## config.mk

```make
export PLATFORM = sky130hd
export DESIGN_NAME = rx_spchar_det
export DESIGN_NICKNAME = d
export VERILOG_FILES = /design/src/rtl/rx_spchar_pkg.sv /design/src/rtl/spchar_cmp.sv /design/src/rtl/spchar_pipe.sv /design/src/rtl/spchar_flag.sv /design/src/rtl/rx_spchar_det.sv
export SDC_FILE = /design/constraint.sdc
export NUM_CORES = 1
export LEC_CHECK = 0
export BUFFER_PORTS_ARGS = -buffer_cell sky130_fd_sc_hd__buf_2
export CORE_AREA = 4 4 41 43
export DETAILED_ROUTE_END_ITERATION = 12
export DIE_AREA = 0 0 45 47
export PLACE_DENSITY = 0.71
export SLEW_MARGIN = 20
export SYNTH_ARGS = -nofsm -noshare
export SYNTH_HDL_FRONTEND = slang
export SYNTH_SLANG_ARGS = --single-unit
```

## constraint.sdc

```tcl
create_clock -name clk -period 0.8 [get_ports clk]
set_input_delay 0 -clock clk [delete_from_list [all_inputs] [get_ports clk]]
set_output_delay 0 -clock clk [all_outputs]
set_load 0.03 [all_outputs]
```

## src/rtl/rx_spchar_pkg.sv

```systemverilog
package rx_spchar_pkg;
  // Bitwise equality, bit i of the match value against bit i of the byte.
  function automatic logic spchar_eq(input logic [7:0] a, input logic [7:0] b);
    logic diff;
    diff = 1'b0;
    for (int i = 0; i < 8; i++) diff = diff | (a[i] ^ b[i]);
    return !diff;
  endfunction

  // Detection is legal only when the software flow control field is zero.
  function automatic logic swfc_idle(input logic [3:0] mode);
    return (mode == 4'b0000);
  endfunction
endpackage

```

## src/rtl/spchar_cmp.sv

```systemverilog
module spchar_cmp
  import rx_spchar_pkg::*;
#(
  parameter int DATA_W = 8,
  parameter int FC_W   = 4
) (
  input  logic              rx_valid,
  input  logic [DATA_W-1:0] rx_data,
  input  logic              det_en,
  input  logic [FC_W-1:0]   swfc_mode,
  input  logic [DATA_W-1:0] match_char,
  output logic              hit,
  output logic              illegal
);
  logic legal_en;
  always_comb begin
    illegal  = det_en && !swfc_idle(swfc_mode);
    legal_en = det_en && swfc_idle(swfc_mode);
    hit      = rx_valid && legal_en && spchar_eq(rx_data, match_char);
  end
endmodule

```

## src/rtl/spchar_pipe.sv

```systemverilog
module spchar_pipe #(
  parameter int DATA_W = 8
) (
  input  logic              clk,
  input  logic              rst_n,
  input  logic              in_valid,
  input  logic [DATA_W-1:0] in_data,
  output logic              out_valid,
  output logic [DATA_W-1:0] out_data
);
  always_ff @(posedge clk or negedge rst_n) begin
    if (!rst_n) begin
      out_valid <= 1'b0;
      out_data  <= '0;
    end else begin
      out_valid <= in_valid;
      out_data  <= in_data;
    end
  end

  // forwarded unchanged one clock later
  a_r2_forward: assert property (@(posedge clk) disable iff (!rst_n)
    in_valid |=> (out_valid && out_data == $past(in_data)));
  a_r2_idle: assert property (@(posedge clk) disable iff (!rst_n)
    !in_valid |=> !out_valid);
endmodule

```

## src/rtl/spchar_flag.sv

```systemverilog
module spchar_flag (
  input  logic clk,
  input  logic rst_n,
  input  logic set_ev,
  input  logic clr_ev,
  output logic flag
);
  always_ff @(posedge clk or negedge rst_n) begin
    if (!rst_n)      flag <= 1'b0;
    else if (set_ev) flag <= 1'b1;
    else if (clr_ev) flag <= 1'b0;
  end

  a_r4_set: assert property (@(posedge clk) disable iff (!rst_n)
    set_ev |=> flag);
  a_r7_hold: assert property (@(posedge clk) disable iff (!rst_n)
    (flag && !clr_ev) |=> flag);
  a_r7_clear: assert property (@(posedge clk) disable iff (!rst_n)
    (clr_ev && !set_ev) |=> !flag);
  a_r8_set_wins: assert property (@(posedge clk) disable iff (!rst_n)
    (clr_ev && set_ev) |=> flag);
endmodule

```

## src/rtl/rx_spchar_det.sv

```systemverilog
module rx_spchar_det #(
  parameter int DATA_W = 8,
  parameter int FC_W   = 4
) (
  input  logic              clk,
  input  logic              rst_n,
  input  logic [DATA_W-1:0] rx_data,
  input  logic              rx_valid,
  input  logic              det_en,
  input  logic [FC_W-1:0]   swfc_mode,
  input  logic [DATA_W-1:0] match_char,
  input  logic              stat_clr,
  output logic [DATA_W-1:0] fifo_data,
  output logic              fifo_valid,
  output logic              spchar_flag,
  output logic              cfg_err
);
  logic hit;
  logic illegal;

  spchar_cmp #(.DATA_W(DATA_W), .FC_W(FC_W)) u_cmp (
    .rx_valid(rx_valid), .rx_data(rx_data), .det_en(det_en),
    .swfc_mode(swfc_mode), .match_char(match_char),
    .hit(hit), .illegal(illegal)
  );

  spchar_pipe #(.DATA_W(DATA_W)) u_pipe (
    .clk(clk), .rst_n(rst_n), .in_valid(rx_valid), .in_data(rx_data),
    .out_valid(fifo_valid), .out_data(fifo_data)
  );

  spchar_flag u_flag (
    .clk(clk), .rst_n(rst_n), .set_ev(hit), .clr_ev(stat_clr), .flag(spchar_flag)
  );

  always_ff @(posedge clk or negedge rst_n) begin
    if (!rst_n) cfg_err <= 1'b0;
    else        cfg_err <= illegal;
  end

  // no comparison while software flow control is active
  a_r6_no_cmp: assert property (@(posedge clk) disable iff (!rst_n)
    illegal |-> !hit);
  a_r6_err: assert property (@(posedge clk) disable iff (!rst_n)
    (det_en && swfc_mode != '0) |=> cfg_err);
  // disabled means no comparison
  a_r3_off: assert property (@(posedge clk) disable iff (!rst_n)
    !det_en |-> !hit);
  // no comparison without a valid byte
  a_r9_novalid: assert property (@(posedge clk) disable iff (!rst_n)
    !rx_valid |-> !hit);
  // flag rises only together with a FIFO write
  a_r4_aligned: assert property (@(posedge clk) disable iff (!rst_n)
    $rose(spchar_flag) |-> fifo_valid);
endmodule

```

==> results of run 1 <==
==> cells in the final DEF (no fill, tap or decap), drive strengths merged <==
cell type / netlist / final
inv: 1 / 1
nor4: 1 / 1
xnor2: 8 / 8
dlygate4sd3: 0 / 12
and2b: 1 / 1
buf: 0 / 35
nand4: 2 / 2
nand3: 1 / 1
o32ai: 1 / 1
clkbuf: 0 / 4
dfrtp: 11 / 11
==> power by group <==
part           total (mW)  leakage [nW]  switching (mW)  internal (mW)
Clock               0.357        0.0150           0.165          0.192
Combinational       0.290         0.234           0.132          0.158
Sequential          0.592         0.131          0.0101          0.582
Total                1.24         0.379           0.307          0.932
==> state kept, by name, indices dropped and copies added (netlist names) <==
name and cells:
u_pipe.out_valid 1, cfg_err 1, u_flag.flag 1, u_pipe.out_data 8
==> area by class of cell <==
cell class	count	area, um2
Clock buffer	4	26.3
Fill cell	113	495
Inverter	1	3.75
Multi-Input combinational cell	14	125
Sequential cell	11	275
Tap cell	15	18.8
Timing Repair Buffer	47	357
==> routing by layer <==
metal  global-route usage [%]  vias up  routed length [um]
li1                         -      189                   -
met3                     2.68        4                 155
met4                     7.02        0                  26
met2                     23.7       32                 549
met1                     11.9      174                 356
met5                        0        -                   0
==> what timing repair did <==
action,in CTS,in global routing
gates resized for setup,5,23
endpoints found under the setup margin,3,11
cloned,0,0
hold endpoints to repair,22,0
hold buffers,12,0
==> cell families after synthesis <==
kind of cell           Yosys count
AND/OR/NAND/NOR                  5
XOR/XNOR                         8
buffers and inverters            1
flip-flops                      11
AO/OA/AOI/OAI                    1
==> metrics by stage <==
step                total power [mW]  cell area, um2  hold WS, ns  setup TNS [ns]  setup slack (ns)
global placement               0.810             598       -0.125       -0.000593         -0.000593
floorplan                      0.699             404       -0.296               0            0.0262
CTS                             1.23             759       0.0339        -0.00606          -0.00606
finish                          1.24             806       0.0527               0           0.00591
global route                    1.30             806       0.0641         -0.0475           -0.0339
detailed placement             0.813             598       -0.122         -0.0297           -0.0297
==> worst paths after layout <==
path | start | to | slack (ns) | cells past startpoint
setup / recovery | u_flag.flag$_DFFE_PN0P_ | spchar_flag | 0.006 | 1
hold / removal | swfc_mode[0] | u_flag.flag$_DFFE_PN0P_ | 0.05 | 4
setup reg to reg | u_flag.flag$_DFFE_PN0P_ | u_flag.flag$_DFFE_PN0P_ | 0.16 | 2
hold reg to reg | u_flag.flag$_DFFE_PN0P_ | u_flag.flag$_DFFE_PN0P_ | 0.57 | 2
max in group asynchronous | rst_n | u_pipe.out_data[3]$_DFF_PN0_ | 0.47 | 2
min in group asynchronous | rst_n | u_pipe.out_data[2]$_DFF_PN0_ | 0.14 | 2
==> qor.tcl, run 1 <==
set qor(synth-async-reset-ratio_pct) 100
set qor(power_density_mw_per_mm2) 1540
set qor(final_instance_count_without_filler_cells) 92
set qor(detail_route.vias_per_cell) 4.34
set qor(placement_rows) 13
set qor(synth_compound_gate_area_share_pct) 4.02
set qor(result_of_the_run) {finished clean}
set qor(yosys.area_share.xor_xnor_pct) 17.3
set qor(yosys_warns) 0
set qor(dr_total_vias) 399
set qor(cts_tree) {yes}
set qor(fp.dieW_um) 45
set qor(yosys.cell_count.top_type) {dfrtp_1}
set qor(grt_util_all_layers_pct) 12.3
set qor(grt_pass1_wl_um) 1790
set qor(ys_seq_elements) 11
set qor(port_buffers) 35
set qor(number_of_global_route_vias_before_repair) 436
set qor(max_fo_critical_path) 2
set qor(crit_arrival_ns) 0.79
set qor(final_period_minus_worst_setup_slack_ns) 0.794
set qor(post-synth-top-area-cell) {dfrtp_1}
set qor(cts-buffers-inserted) 3
set qor(timing.max_slew.rel_slack_pct) 83.0
set qor(startpoint_kind_of_the_worst_setup_timing_path) {flop}
set qor(synth_top_family_by_area) {XOR/XNOR gates}
set qor(cell_count_after_placement) 76
set qor(worstHoldPathType) {primary input to flop}
set qor(synth.top_cell.area_share_pct) 68.1
set qor(cts.sinks) 11
set qor(cts_max_path_buffers) 2
set qor(dominantRegCellSynth) {dfrtp_1}
set qor(aggregate_global_routing_overflow) 0
set qor(final-hold-violation-count) 0
set qor(initial_core_utilization_pct) 31.1
set qor(final_net_count) 103
set qor(initial_antenna_violation_count) 0
set qor(synth_area_in_adders_pct) 0
set qor(rsz0062_at_grt) {yes}
set qor(detailedPlacementHpwl_um) 754
set qor(highest_clock_rate_mhz) 1260
set qor(critPathMaxStageDelay_ns) 0.39
set qor(finalWirelength_um) 1090
set qor(synth_nets) 51
set qor(timing.max_cap.violations) 0
set qor(die_y_um) 47
set qor(max_slew_vio_count) 0
set qor(grt_max_degree) 12
set qor(crit_family) {flip-flops}
set qor(num_antenna_cells) 0
set qor(gp_congestion) 0.659
set qor(cp.buffers_inverters) 1
set qor(crit_path_top_delay_cell) {dfrtp_1}
set qor(synthSimpleGateAreaFrac_pct) 9.60
set qor(remaining_drc_errors) 0
set qor(post_cts_buffers) 0
set qor(setup_viol) 0
set qor(ios) 36
set qor(synth.lib_cells_used.distinct) 8
set qor(postSynthAreaPerCell_um2) 15.5
set qor(clk_latency_ns) 0.26
set qor(route.detailed.wl_per_inst_um) 11.8
set qor(power.leakage_nw) 0.379
set qor(critPathCaptureType) {output pin}
set qor(drt_first_pass_iters) 1
set qor(route.antenna.remaining_nets) 0
set qor(die-area_mm2) 0.00212
set qor(clkSlewWorstSetupHoldPaths_ns) 0.06
set qor(required_worst_endpoint_ns) 0.80
set qor(worst_ir_drop_vdd_uv) 880
set qor(worst-setup-path-type) {flop to output pin}
set qor(final_core_util_pct) 61.9
set qor(synth-seq-area-share_pct) 68.1
set qor(synth_enable_flop_cells) 0
set qor(min_period_over_period_pct) 99.3
set qor(syn_area_um2) 404
set qor(synth_area_leaders) {dfrtp_1, xnor2_1, o32ai_2}
set qor(areaGrowthSynthToFinish_pct) 99.4
set qor(cts_root_buf) {clkbuf_4}
set qor(ctsHtreeMaxLevel) 1
set qor(drt_first_iter_violations) 0
set qor(skew_ns) 0
set qor(leading_post_synthesis_cells_by_instance_count) {dfrtp_1, xnor2_1, nand4_1}
set qor(synthesis.instances) 26
set qor(path_cells) {buf_6}
set qor(drive_above_1_share_pct) 53.2
set qor(floorplan_core_area_mm2) 0.00130
set qor(synth.mux.area_fraction_pct) 0
set qor(worstMarginPinSlew_ns) 0.252
No activity file was read; power rests on OpenSTA's default activity.
==> run 2: changes to the inputs <==
==> constraint.sdc (replaced) <==
create_clock -name clk -period 0.9 [get_ports clk]
set_input_delay 0 -clock clk [delete_from_list [all_inputs] [get_ports clk]]
set_output_delay 0 -clock clk [all_outputs]
set_load 0.005 [all_outputs]
==> run 2 against run 1 <==
Non-clock buffer count unchanged. Sequential cell count did not move. Clock power is 11% lower. Hold slack worse by 0.0031 ns. Via count decreased by 1.3%. Sequential power decreased by 12%. Combinational power down 36%. Critical path depth unchanged. Die area is the same. Sequential share of layout area rose by 2.8 points. Highest routed layer unchanged.
==> qor.tcl, run 2 (synthesis results as in run 1) <==
set qor(largest_register_ffs) 8
set qor(cts_max_path_buffers) 2
set qor(setup_viol) 0
set qor(final_net_count) 103
set qor(crit_family) {flip-flops}
set qor(required_worst_endpoint_ns) 0.90
set qor(cts_root_buf) {clkbuf_4}
set qor(remaining_drc_errors) 0
set qor(timing.hold.worst_endpoint) {u_flag.flag$_DFFE_PN0P_}
set qor(initial_core_utilization_pct) 31.1
set qor(met2_usage_pct) 24.3
set qor(timing.max_slew.rel_slack_pct) 83.5
set qor(worst-setup-path-type) {flop to output pin}
set qor(ios) 36
set qor(worst_ir_drop_vdd_uv) 743
set qor(path_cells) {buf_2}
set qor(power.switching_mw) 0.220
set qor(result_of_the_run) {finished clean}
set qor(drt_first_pass_iters) 2
set qor(die-area_mm2) 0.00212
set qor(worstRegToRegCells) 2
set qor(grt.busiest_layer) {met2}
set qor(internal_power_mw) 0.803
set qor(flop_pwr_share_pct) 51.0
set qor(route.antenna.remaining_nets) 0
set qor(clk_latency_ns) 0.25
set qor(drive_above_1_share_pct) 53.2
set qor(power.leakage_nw) 0.360
set qor(highest_clock_rate_mhz) 1280
set qor(crit_path_top_delay_cell) {dfrtp_1}
set qor(number_of_global_route_vias_before_repair) 430
set qor(detail_route.vias_per_cell) 4.28
set qor(final_period_minus_worst_setup_slack_ns) 0.779
set qor(grt.met1_usage_pct) 11.2
set qor(gp_congestion) 0.659
set qor(cts_tree) {yes}
set qor(rrSetupSlack_ns) 0.26
set qor(dr_total_vias) 394
set qor(hold_path.startpoint) {swfc_mode[0]}
set qor(areaGrowthSynthToFinish_pct) 84.2
set qor(cts.sinks) 11
set qor(final-hold-violation-count) 0
set qor(postLayoutSetupSlackWorst_ns) 0.121
set qor(detailedPlacementHpwl_um) 754
set qor(timing.max_cap.violations) 0
set qor(placement_rows) 13
set qor(grt_max_degree) 12
set qor(drt_first_iter_violations) 2
set qor(skew_ns) 0
set qor(placement.setup.worst_slack_ns) 0.0703
set qor(critPathCaptureType) {output pin}
set qor(groute.layer.met3.usage_pct) 2.68
set qor(final.hold.worst_slack_ns) 0.0496
set qor(mostFrequentLayoutCells) {buf_2, dlygate4sd3_1, dfrtp_1, xnor2_1, clkbuf_4}
set qor(worstHoldPathType) {primary input to flop}
set qor(share_clk_of_total_power_pct) 30.9
set qor(crit_arrival_ns) 0.78
set qor(holdPathStages) 4
set qor(worstMarginPinSlew_ns) 0.247
set qor(final.setup.tns_ns) 0
set qor(max_slew_vio_count) 0
set qor(switching_share_pct) 21.5
set qor(max_flop_register) {u_pipe.out_data}
set qor(finalWirelength_um) 1100
set qor(power.combinational.fraction_pct) 18.1
set qor(worstReg2RegEnd) {u_flag.flag$_DFFE_PN0P_}
set qor(min_period_over_period_pct) 86.5
set qor(cp.buffers_inverters) 1
set qor(route.detailed.wl_per_inst_um) 11.9
set qor(num_antenna_cells) 0
set qor(cts-buffers-inserted) 3
set qor(initial_antenna_violation_count) 0
set qor(max_fo_critical_path) 2
set qor(ctsHtreeMaxLevel) 1
set qor(floorplan_core_area_mm2) 0.00130
set qor(layout.cells.most_common) {buf_2}
set qor(fp.dieW_um) 45
set qor(grt_util_all_layers_pct) 12.0
set qor(rsz0062_at_grt) {no}
set qor(grt_pass1_wl_um) 1740
set qor(port_buffers) 35
set qor(clkSlewWorstSetupHoldPaths_ns) 0.06
set qor(startpoint_kind_of_the_worst_setup_timing_path) {flop}
set qor(critPathMaxStageDelay_ns) 0.39
set qor(aggregate_global_routing_overflow) 0
set qor(power_density_mw_per_mm2) 1370
set qor(die_y_um) 47
set qor(reg2reg_from) {u_flag.flag$_DFFE_PN0P_}
## run 2: layer usage
layer | vias to the layer above | wire length (um)
met2 | 30 | 578
met3 | 2 | 152
met1 | 174 | 359
li1 | 188 | -
met5 | - | 0
met4 | 0 | 6
## run 2: layout make-up
type	instances	area, um2
fillers	117	557
clock buffers	4	26.3
multi-input cells	14	125
inverters	1	3.75
well taps	15	18.8
repair buffers	47	295
flip-flops and latches	11	275
## run 2: worst max-delay path by stage
stage,slack [ns],start,cells past startpoint,to
after floorplan,0.23,swfc_mode[3],3,u_flag.flag$_DFFE_PN0P_
after global placement,0.1,swfc_mode[3],4,u_flag.flag$_DFFE_PN0P_
after detailed placement,0.07,swfc_mode[3],4,u_flag.flag$_DFFE_PN0P_
after CTS,0.12,u_flag.flag$_DFFE_PN0P_,1,spchar_flag
after global routing,0.08,rx_valid,4,u_flag.flag$_DFFE_PN0P_
final,0.12,u_flag.flag$_DFFE_PN0P_,1,spchar_flag
## run 2: stage by stage
stage / cell area, um2 / utilization (%) / std cells / total power, mW
2_1_floorplan: 404 / - / 26 / 0.576
3_3_place_gp: 598 / 46.0 / 76 / 0.673
3_5_place_dp: 598 / 46.0 / 76 / 0.676
4_1_cts: 744 / 57.2 / 92 / 1.04
5_1_grt: 744 / 57.2 / 92 / 1.08
6_report: 744 / 57.2 / 92 / 1.02
## run 2: power groups by stage
stage,Sequential [mW],Clock [mW],Combinational [mW]
after global placement,0.531,0,0.143
after CTS,0.521,0.336,0.184
after floorplan,0.536,0,0.0395
after global routing,0.523,0.348,0.206
final,0.521,0.316,0.185
after detailed placement,0.531,0,0.145
## run 2: repair_timing
item | CTS | global route
hold buffers | 12 | 0
setup buffers | 0 | 0
hold endpoints to repair | 22 | 0
resized for setup | 0 | 0
endpoints found under the setup margin | 0 | 0
==> run 3: changes to the inputs <==
--- a/config.mk
+++ b/config.mk
@@ -9,7 +9,7 @@
 export CORE_AREA = 4 4 41 43
 export DETAILED_ROUTE_END_ITERATION = 12
 export DIE_AREA = 0 0 45 47
-export PLACE_DENSITY = 0.71
+export PLACE_DENSITY_LB_ADDON = 0.15
 export SLEW_MARGIN = 20
 export SYNTH_ARGS = -nofsm -noshare
 export SYNTH_HDL_FRONTEND = slang
==> run 3 against run 2 <==
Sequential power is essentially flat. Global-route usage is 1.9 points lower. Via count decreased by 1.5%.
==> qor.tcl, run 3 (synthesis results as in run 1) <==
set qor(cts-buffers-inserted) 3
set qor(min_period_over_period_pct) 85.9
set qor(timing.hold.worst_endpoint) {u_flag.flag$_DFFE_PN0P_}
set qor(max_flop_register) {u_pipe.out_data}
set qor(clkSlewWorstSetupHoldPaths_ns) 0.06
set qor(required_worst_endpoint_ns) 1.07
set qor(hold_path.startpoint) {swfc_mode[0]}
set qor(largest_register_ffs) 8
set qor(cts.sinks) 11
set qor(holdPathStages) 4
set qor(skew_ns) 0
set qor(worstMarginPinSlew_ns) 0.237
set qor(ios) 36
set qor(setup_viol) 0
set qor(startpoint_kind_of_the_worst_setup_timing_path) {primary input}
set qor(worstRegToRegCells) 2
set qor(setup.worst_path.start) {rx_valid}
set qor(worst_ir_drop_vdd_uv) 877
set qor(ctsHtreeMaxLevel) 1
set qor(crit_arrival_ns) 0.94
set qor(worstHoldPathType) {primary input to flop}
set qor(layout.cells.most_common) {buf_2}
set qor(port_buffers) 35
set qor(aggregate_global_routing_overflow) 0
set qor(power.leakage_nw) 0.360
set qor(areaGrowthSynthToFinish_pct) 84.2
set qor(worst-setup-path-type) {primary input to flop}
set qor(gp_congestion) 0.658
set qor(num-fill-cells) 129
set qor(route.antenna.remaining_nets) 0
set qor(initial_antenna_violation_count) 0
set qor(cp.buffers_inverters) 2
set qor(dr_total_vias) 388
set qor(critPathMaxStageDelay_ns) 0.52
set qor(initial_core_utilization_pct) 31.1
set qor(final_net_count) 103
set qor(drt_first_iter_violations) 0
set qor(drive_above_1_share_pct) 53.2
set qor(grt_util_all_layers_pct) 10.0
set qor(finalPower_mw) 1.02
set qor(die_y_um) 47
set qor(number_of_global_route_vias_before_repair) 405
set qor(critPathCaptureType) {flop}
set qor(rrSetupSlack_ns) 0.28
set qor(crit_family) {buffers and inverters}
set qor(timing.max_slew.rel_slack_pct) 84.0
set qor(mostFrequentLayoutCells) {buf_2, dlygate4sd3_1, dfrtp_1, xnor2_1, clkbuf_4}
set qor(grt_pass1_wl_um) 1540
set qor(die-area_mm2) 0.00212
set qor(rsz0062_at_grt) {no}
set qor(cts_tree) {yes}
set qor(clk_latency_ns) 0.25
set qor(final-hold-violation-count) 0
set qor(cts_root_buf) {clkbuf_4}
set qor(num_antenna_cells) 0
set qor(floorplan_core_area_mm2) 0.00130
set qor(cts_max_path_buffers) 2
set qor(worstReg2RegEnd) {u_flag.flag$_DFFE_PN0P_}
set qor(route.detailed.wl_per_inst_um) 10.6
set qor(grt_max_degree) 12
set qor(fp.dieW_um) 45
set qor(result_of_the_run) {finished clean}
set qor(reg2reg_from) {u_flag.flag$_DFFE_PN0P_}
set qor(timing.max_cap.violations) 0
set qor(detail_route.vias_per_cell) 4.22
set qor(crit_path_top_delay_cell) {dlygate4sd3_1}
set qor(finalWirelength_um) 972
set qor(final.setup.tns_ns) 0
set qor(final_period_minus_worst_setup_slack_ns) 0.773
set qor(power_density_mw_per_mm2) 1370
set qor(drt_first_pass_iters) 1
set qor(path_cells) {dlygate4sd3_1 > buf_2 > nand3_1 > o32ai_2}
set qor(placement_rows) 13
set qor(max_slew_vio_count) 0
set qor(remaining_drc_errors) 0
set qor(highest_clock_rate_mhz) 1290
set qor(max_fo_critical_path) 2
run 3: worst register-to-register path: stages, from the launching register on:
cell	delay (ns)
dfrtp_1	0.38
inv_1	0.06
o32ai_2	0.07
run 3: metal layers:
layer / global-route usage [%] / vias to the layer above / part of all wire [%]
met5: 0 / - / 0
met1: 10.9 / 178 / 34
met2: 18.4 / 22 / 52
li1: - / 188 / -
met3: 4.21 / 0 / 14
met4: 1.75 / 0 / 0
run 3: power by group:
| group | leakage (nW) | internal, mW | switching, mW |
|---|---|---|---|
| sequential | 0.131 | 0.517 | 0.00456 |
| combinational | 0.214 | 0.115 | 0.0682 |
| clock | 0.0150 | 0.171 | 0.146 |
| total | 0.360 | 0.802 | 0.219 |
run 3: repair_timing:
item | CTS | global route
hold buffers | 12 | 0
buffers inserted | 0 | 0
resized for setup | 0 | 0
endpoints found under the hold margin | 22 | 0
setup endpoints to repair | 0 | 0
run 3: how the worst max path moves through the flow:
| stage | cells after the start | slack (ns) | endpoint |
|---|---|---|---|
| global placement | 4 | 0.09 | u_flag.flag$_DFFE_PN0P_ |
| global route | 4 | 0.07 | u_flag.flag$_DFFE_PN0P_ |
| floorplan | 3 | 0.23 | u_flag.flag$_DFFE_PN0P_ |
| CTS | 4 | 0.12 | u_flag.flag$_DFFE_PN0P_ |
| finish | 4 | 0.13 | u_flag.flag$_DFFE_PN0P_ |
| detailed placement | 4 | 0.01 | u_flag.flag$_DFFE_PN0P_ |
run 3: layout make-up:
class	count	area (um2)	share of cell area, %
sequential	11	275	37.0
inverter	1	3.75	0.504
tap	15	18.8	2.52
multi-input combinational	14	125	16.8
clock buffer	4	26.3	3.53
timing repair buffer	47	295	39.7
run 3: metrics by stage:
step / cell area, um2 / util, % / cells / worst slack [ns] / hold WS (ns)
global placement: 598 / 46.0 / 76 / 0.0905 / -0.125
CTS: 744 / 57.2 / 92 / 0.122 / 0.0539
detailed placement: 598 / 46.0 / 76 / 0.0108 / -0.123
finish: 744 / 57.2 / 92 / 0.127 / 0.0546
global route: 744 / 57.2 / 92 / 0.0680 / 0.0702
floorplan: 404 / - / 26 / 0.233 / -0.296
